### config.mk
export PLATFORM = sky130hd
export DESIGN_NAME = link_latency_monitor
export DESIGN_NICKNAME = d
export VERILOG_FILES = /design/src/rtl/latmon_pkg.sv /design/src/rtl/latmon_ctrl.sv /design/src/rtl/latmon_count.sv /design/src/rtl/latmon_stats.sv /design/src/rtl/link_latency_monitor.sv
export SDC_FILE = /design/constraint.sdc
export NUM_CORES = 1
export LEC_CHECK = 0
export BUFFER_PORTS_ARGS = -buffer_cell sky130_fd_sc_hd__buf_2
export CAP_MARGIN = 10
export CELL_PAD_IN_SITES_DETAIL_PLACEMENT = 0
export CELL_PAD_IN_SITES_GLOBAL_PLACEMENT = 2
export CORE_AREA = 8 8 143 145
export CTS_CLUSTER_DIAMETER = 200
export CTS_CLUSTER_SIZE = 16
export DETAILED_ROUTE_END_ITERATION = 12
export DIE_AREA = 0 0 151 153
export GPL_TIMING_DRIVEN = 0
export HOLD_SLACK_MARGIN = 0.05
export PLACE_DENSITY_LB_ADDON = 0.1
export SLEW_MARGIN = 5
export SYNTH_ARGS = -nofsm -noshare
export SYNTH_HDL_FRONTEND = slang
export SYNTH_SLANG_ARGS = --single-unit
### constraint.sdc
create_clock -name clk -period 7.3 [get_ports clk]
set_input_delay 0.365 -clock clk [delete_from_list [all_inputs] [get_ports clk]]
set_output_delay 0.365 -clock clk [all_outputs]
set_load 0.01 [all_outputs]
### src/rtl/latmon_pkg.sv
package latmon_pkg;

  typedef enum logic [1:0] {
    ST_IDLE  = 2'd0,
    ST_COUNT = 2'd1,
    ST_DONE  = 2'd2
  } ctlState_t;

  // strobes from control to datapath
  typedef struct packed {
    logic cntClear;  // load counter with zero (run start)
    logic cntInc;    // saturating increment
    logic capture;   // latch result and update statistics
  } latStrobe_t;

endpackage

### src/rtl/latmon_ctrl.sv
module latmon_ctrl
  import latmon_pkg::*;
(
  input  logic       clk,
  input  logic       rstN,
  input  logic       syncN,
  input  logic       linkValid,
  output latStrobe_t strobe,
  output logic       measDone
);

  ctlState_t state, stateNext;
  logic      syncPrev;
  logic      syncRise;

  // syncPrev resets high: a link already up at reset does not start a run
  always_ff @(posedge clk) begin
    if (!rstN) begin
      syncPrev <= 1'b1;
      state    <= ST_IDLE;
    end else begin
      syncPrev <= syncN;
      state    <= stateNext;
    end
  end

  assign syncRise = syncN & ~syncPrev;

  always_comb begin
    stateNext = state;
    strobe    = '0;
    unique case (state)
      ST_IDLE: begin
        if (syncRise) begin
          strobe.cntClear = 1'b1;
          if (linkValid) begin
            strobe.capture = 1'b1;
            stateNext      = ST_DONE;
          end else begin
            stateNext      = ST_COUNT;
          end
        end
      end
      ST_COUNT: begin
        if (!syncN) begin
          stateNext = ST_IDLE;
        end else begin
          strobe.cntInc = 1'b1;
          if (linkValid) begin
            strobe.capture = 1'b1;
            stateNext      = ST_DONE;
          end
        end
      end
      ST_DONE: begin
        if (!syncN) stateNext = ST_IDLE;
      end
      default: stateNext = ST_IDLE;
    endcase
  end

  assign measDone = (state == ST_DONE);

endmodule

### src/rtl/latmon_count.sv
module latmon_count
  import latmon_pkg::*;
#(
  parameter int CNT_W = 16
) (
  input  logic             clk,
  input  logic             rstN,
  input  latStrobe_t       strobe,
  output logic [CNT_W-1:0] capVal,
  output logic [CNT_W-1:0] latCount
);

  localparam logic [CNT_W-1:0] CNT_MAX = {CNT_W{1'b1}};

  logic [CNT_W-1:0] cnt;
  logic [CNT_W-1:0] satInc;

  assign satInc = (cnt == CNT_MAX) ? cnt : cnt + 1'b1;
  assign capVal = strobe.cntClear ? '0 : satInc;

  always_ff @(posedge clk) begin
    if (!rstN) begin
      cnt      <= '0;
      latCount <= '0;
    end else begin
      if (strobe.cntClear)    cnt <= '0;
      else if (strobe.cntInc) cnt <= satInc;
      if (strobe.capture)     latCount <= capVal;
    end
  end

endmodule

### src/rtl/latmon_stats.sv
module latmon_stats #(
  parameter int CNT_W = 16,
  parameter int TOL_W = 4
) (
  input  logic             clk,
  input  logic             rstN,
  input  logic             capture,
  input  logic [CNT_W-1:0] capVal,
  input  logic [TOL_W-1:0] tolerance,
  output logic             refValid,
  output logic [CNT_W-1:0] refCount,
  output logic             withinTol,
  output logic             mismatchSticky,
  output logic [CNT_W-1:0] minCount,
  output logic [CNT_W-1:0] maxCount
);

  localparam int CMP_W = (CNT_W > TOL_W) ? CNT_W : TOL_W;

  logic [CNT_W-1:0] absDiff;
  logic [CMP_W-1:0] diffExt;
  logic [CMP_W-1:0] tolExt;
  logic             inRange;

  assign absDiff = (capVal >= refCount) ? capVal - refCount : refCount - capVal;
  assign diffExt = CMP_W'(absDiff);
  assign tolExt  = CMP_W'(tolerance);
  assign inRange = (diffExt <= tolExt);

  always_ff @(posedge clk) begin
    if (!rstN) begin
      refValid       <= 1'b0;
      refCount       <= '0;
      withinTol      <= 1'b0;
      mismatchSticky <= 1'b0;
      minCount       <= '0;
      maxCount       <= '0;
    end else if (capture) begin
      if (!refValid) begin
        refValid  <= 1'b1;
        refCount  <= capVal;
        withinTol <= 1'b1;
        minCount  <= capVal;
        maxCount  <= capVal;
      end else begin
        withinTol <= inRange;
        if (!inRange)            mismatchSticky <= 1'b1;
        if (capVal < minCount)   minCount <= capVal;
        if (capVal > maxCount)   maxCount <= capVal;
      end
    end
  end

endmodule

### src/rtl/link_latency_monitor.sv
module link_latency_monitor
  import latmon_pkg::*;
#(
  parameter int CNT_W = 16,
  parameter int TOL_W = 4
) (
  input  logic             clk,
  input  logic             rstN,
  input  logic             syncN,
  input  logic             linkValid,
  input  logic [TOL_W-1:0] tolerance,
  output logic [CNT_W-1:0] latCount,
  output logic             measDone,
  output logic             refValid,
  output logic [CNT_W-1:0] refCount,
  output logic             withinTol,
  output logic             mismatchSticky,
  output logic [CNT_W-1:0] minCount,
  output logic [CNT_W-1:0] maxCount
);

  latStrobe_t       strobe;
  logic [CNT_W-1:0] capVal;

  latmon_ctrl uCtrl (
    .clk       (clk),
    .rstN      (rstN),
    .syncN     (syncN),
    .linkValid (linkValid),
    .strobe    (strobe),
    .measDone  (measDone)
  );

  latmon_count #(.CNT_W(CNT_W)) uCount (
    .clk      (clk),
    .rstN     (rstN),
    .strobe   (strobe),
    .capVal   (capVal),
    .latCount (latCount)
  );

  latmon_stats #(.CNT_W(CNT_W), .TOL_W(TOL_W)) uStats (
    .clk            (clk),
    .rstN           (rstN),
    .capture        (strobe.capture),
    .capVal         (capVal),
    .tolerance      (tolerance),
    .refValid       (refValid),
    .refCount       (refCount),
    .withinTol      (withinTol),
    .mismatchSticky (mismatchSticky),
    .minCount       (minCount),
    .maxCount       (maxCount)
  );

endmodule

==> results.md <==
- Status: finished clean
- Worst Reg-to-Reg Cells: 26
- Min-Delay Path Class: in2reg
- Most Used Layer, Global Route: met2
- Hold_buf cts: 0
- List of most frequent post-synthesis cells: 120 x nand2_1, 86 x dfxtp_1, 72 x inv_1, 67 x ha_1, 56 x nor2_1
- Crit end category: flop
- Ys async rst share: 0%
- Post-CTS setup buffer count: 0
- TritonCTS clock tree: built
- Peak VDD IR: 84.8 uV
- Initial core utilization: 34.3%
- P per Cell Area: 136 nW/um^2
- Max incr delay on CP: 0.68 ns
- Met1 usage: 20.6%
- Worst-margin pin slew: 1.24 ns
- Pre-CTS setup slack: about 0.69 ns
- Final Util: 39.4%
- First-pass GRT wire length: 32.1 mm
- DPL Wire Length: 15.9 mm
- # IOs: 76
- Area delta synth->final: 15.0%
- Clk sinks: 86
- Cell accounting for the most synthesized area: dfxtp_1
- Slowest CP cell: nor2_1
- Via density: 5.15
- Worst EP arrival: 6.82 ns
- Maximum Capacitance Violations: 0
- RR Endpoint: uStats.mismatchSticky$_SDFFE_PN0P_
- ANT cells: 0
- Met3 GRT Util: 2.89%
- Setup ws final: 0.728 ns
- GRT Total Usage: 17.7%
- Drc violations: 0
- Antenna violations before repair: 0
- DRT Pass-1 Iters: 5
- Hold path endpoint: uCtrl.syncPrev$_SDFF_PN1_
- Port Buffers: 75
- Cells after Synth: 803
- Routed Antenna Nets: 0
- Chip width: 151 um
- Synth warn: 0
- Worst Skew: 0.00915 ns
- Gpl congestion: 0.832
- Peak Freq: roughly 150 MHz
- Clk slew on worst S/H paths: ~0.060 ns
- Crit start category: flop
- Met2 Use GR: 31.0%
- RSZ-0062 raised after global routing: false
- Top-count cell post-synth: nand2_1
- Setup crit start: uCount.cnt[0]$_SDFFE_PP0P_
- HP Start: syncN
- Final Max Tran Viols: 0
- Largest net degree at the start of global routing: 14
- Vias in the first global route: 5934
- Yosys top cell area share: a little over a quarter
- Row cnt: 50
- Final setup vio count: 0
- Post-cts sizing count: 0
- Die height: 153 um
- Via Count: 5807
- Detailed Route WL: 20.0 mm
- Netlist cell types: 72
- Netlist Area Pre-Place: about 6300 um^2
- Setup tns final: 0 ns
- Predominant post-synthesis flop cell: dfxtp_1
- Crit path kind: reg2reg
- Number of H-tree levels: 3
- Crit-path max FO: 10
- Register area share after synthesis: about 27%
- WL/cell: 17.7 um
- Relative slew slack: 16.6%
- CTS buffer count: 9
- Placed instance count: roughly 1100
- Final period util: 90.0%
- Layout Cells excl Fill: about 1100
- CTS root buffer: clkbuf_16
- Worst-skew pair later-pin latency: 0.36 ns
- Die Area: 23100 um^2
- EDFF count, synth: 0
- Syn Nets: 880
- Fillers: roughly 2000
- Core area: 18300 um^2
- CP required: 7.54 ns
- Critical R2R Launch: uCount.cnt[0]$_SDFFE_PP0P_
- Layout cells sized above 1: 13.4%
- Top cells by area, synth: dfxtp_1 27%, ha_1 13%, nand2_1 7.2%
- Gr ovfl total: 0
- Period minus WS final: 6.57 ns
- Nets: 966
- Avg Synthesized Cell Area: 7.80 um^2
- WHS Path Cells: 2
- Register-to-register setup slack: between 0.7 and 0.8 ns
- Pleak: 3.12 nW
- CTS Buffer Depth: 2
- Post-synthesis register bit count: 86
- Iter 0 DRT Violations: 233
- Final hold viol count: 0
==> flip-flops by register name, indices dropped and copies added, names as in the netlist <==
name,count
uCount.cnt,16
uCount.latCount,16
uStats.maxCount,16
uStats.minCount,16
uStats.refCount,16
uCtrl.state,2
uCtrl.syncPrev,1
uStats.mismatchSticky,1
uStats.refValid,1
uStats.withinTol,1
==> report_power, final <==
| group | internal [W] | total (W) | switching [W] | leakage [nW] |
|---|---|---|---|---|
| clock | 0.000239 | 0.000442 | 0.000203 | 0.132 |
| combinational | 0.0000226 | 0.0000651 | 0.0000424 | 2.30 |
| sequential | 0.000471 | 0.000473 | 0.00000210 | 0.693 |
| total | 0.000732 | 0.000980 | 0.000248 | 3.12 |
==> placed cells by master (no fill, tap or decap), types with 3 or more instances in the layout <==
cell	synthesis	layout
ha_1	67	67
nand4_1	11	11
a31oi_1	7	7
nand3_1	28	28
o21ai_0	41	41
nor2_1	56	56
buf_2	9	84
clkbuf_1	21	23
o21bai_1	3	3
and3_1	9	9
nand2b_1	13	13
xor2_1	16	16
o211ai_1	5	5
or3_1	3	3
o21a_1	8	8
clkinv_2	0	3
o21ai_1	3	3
nand2_1	120	120
dfxtp_1	86	86
a21boi_0	32	32
a211oi_1	11	11
nor2b_1	10	10
xnor2_1	14	14
a21oi_1	35	35
inv_1	72	72
buf_4	4	4
clkbuf_16	0	9
mux2i_1	25	25
a21o_1	10	10
and2_1	17	17
nor3_1	12	12
==> logic make-up after synthesis <==
| family | Yosys count | share of synthesized area (%) |
|---|---|---|
| DFF | 86 | 27.5 |
| buffers and inverters | 110 | 7.31 |
| xor gates and xnor gates | 31 | 4.45 |
| muxes | 27 | 4.35 |
| and+or+nand+nor | 297 | 22.7 |
| adders and majority gates | 69 | 14.0 |
| AOI/OAI and AO/OA | 183 | 19.7 |
==> layer usage <==
layer / vias to the layer above / share of wire (%) / routed length (um)
li1: 2927 / - / -
met1: 2742 / 44 / 8720
met2: 102 / 50 / 9920
met3: 36 / 3.5 / 693
met4: 0 / 3.2 / 642
met5: - / 0 / 0
==> how the worst max path moves through the flow <==
stage,cells after the start,endpoint
after global routing,26,uStats.mismatchSticky$_SDFFE_PN0P_
final,26,uStats.mismatchSticky$_SDFFE_PN0P_
after global placement,25,uStats.mismatchSticky$_SDFFE_PN0P_
after detailed placement,25,uStats.mismatchSticky$_SDFFE_PN0P_
after floorplan,26,uStats.mismatchSticky$_SDFFE_PN0P_
after CTS,25,uStats.mismatchSticky$_SDFFE_PN0P_
==> layout make-up <==
cell class                      instances  area, um^2  area share [%]
Multi-Input combinational cell        607        4090            56.7
Clock buffer                           12         246            3.42
Clock inverter                          4        22.5           0.313
Timing Repair Buffer                   75         375            5.21
Sequential cell                        86        1720            23.9
Inverter                               72         270            3.75
Buffer                                 38         188            2.61
Tap cell                              234         293            4.06
==> stage by stage <==
step	cell area, um^2	hold slack (ns)	total power [W]
2_1_floorplan	6270	0.466	0.000526
3_3_place_gp	6940	0.456	0.000549
3_5_place_dp	6940	0.459	0.000550
4_1_cts	7200	0.245	0.000989
5_1_grt	7200	0.266	0.00101
6_report	7200	0.258	0.000980
==> worst max-delay path: cells and delay by family, from the launching register on <==
family	cells	cell delay (ns)
xor+xnor	1	0.13
flops	1	0.41
buf+inv	2	0.38
compound gates	9	1.63
mux	1	0.35
fa+ha+maj	3	0.89
simple gates	10	2.68
Power figures use the tool's default switching activity.
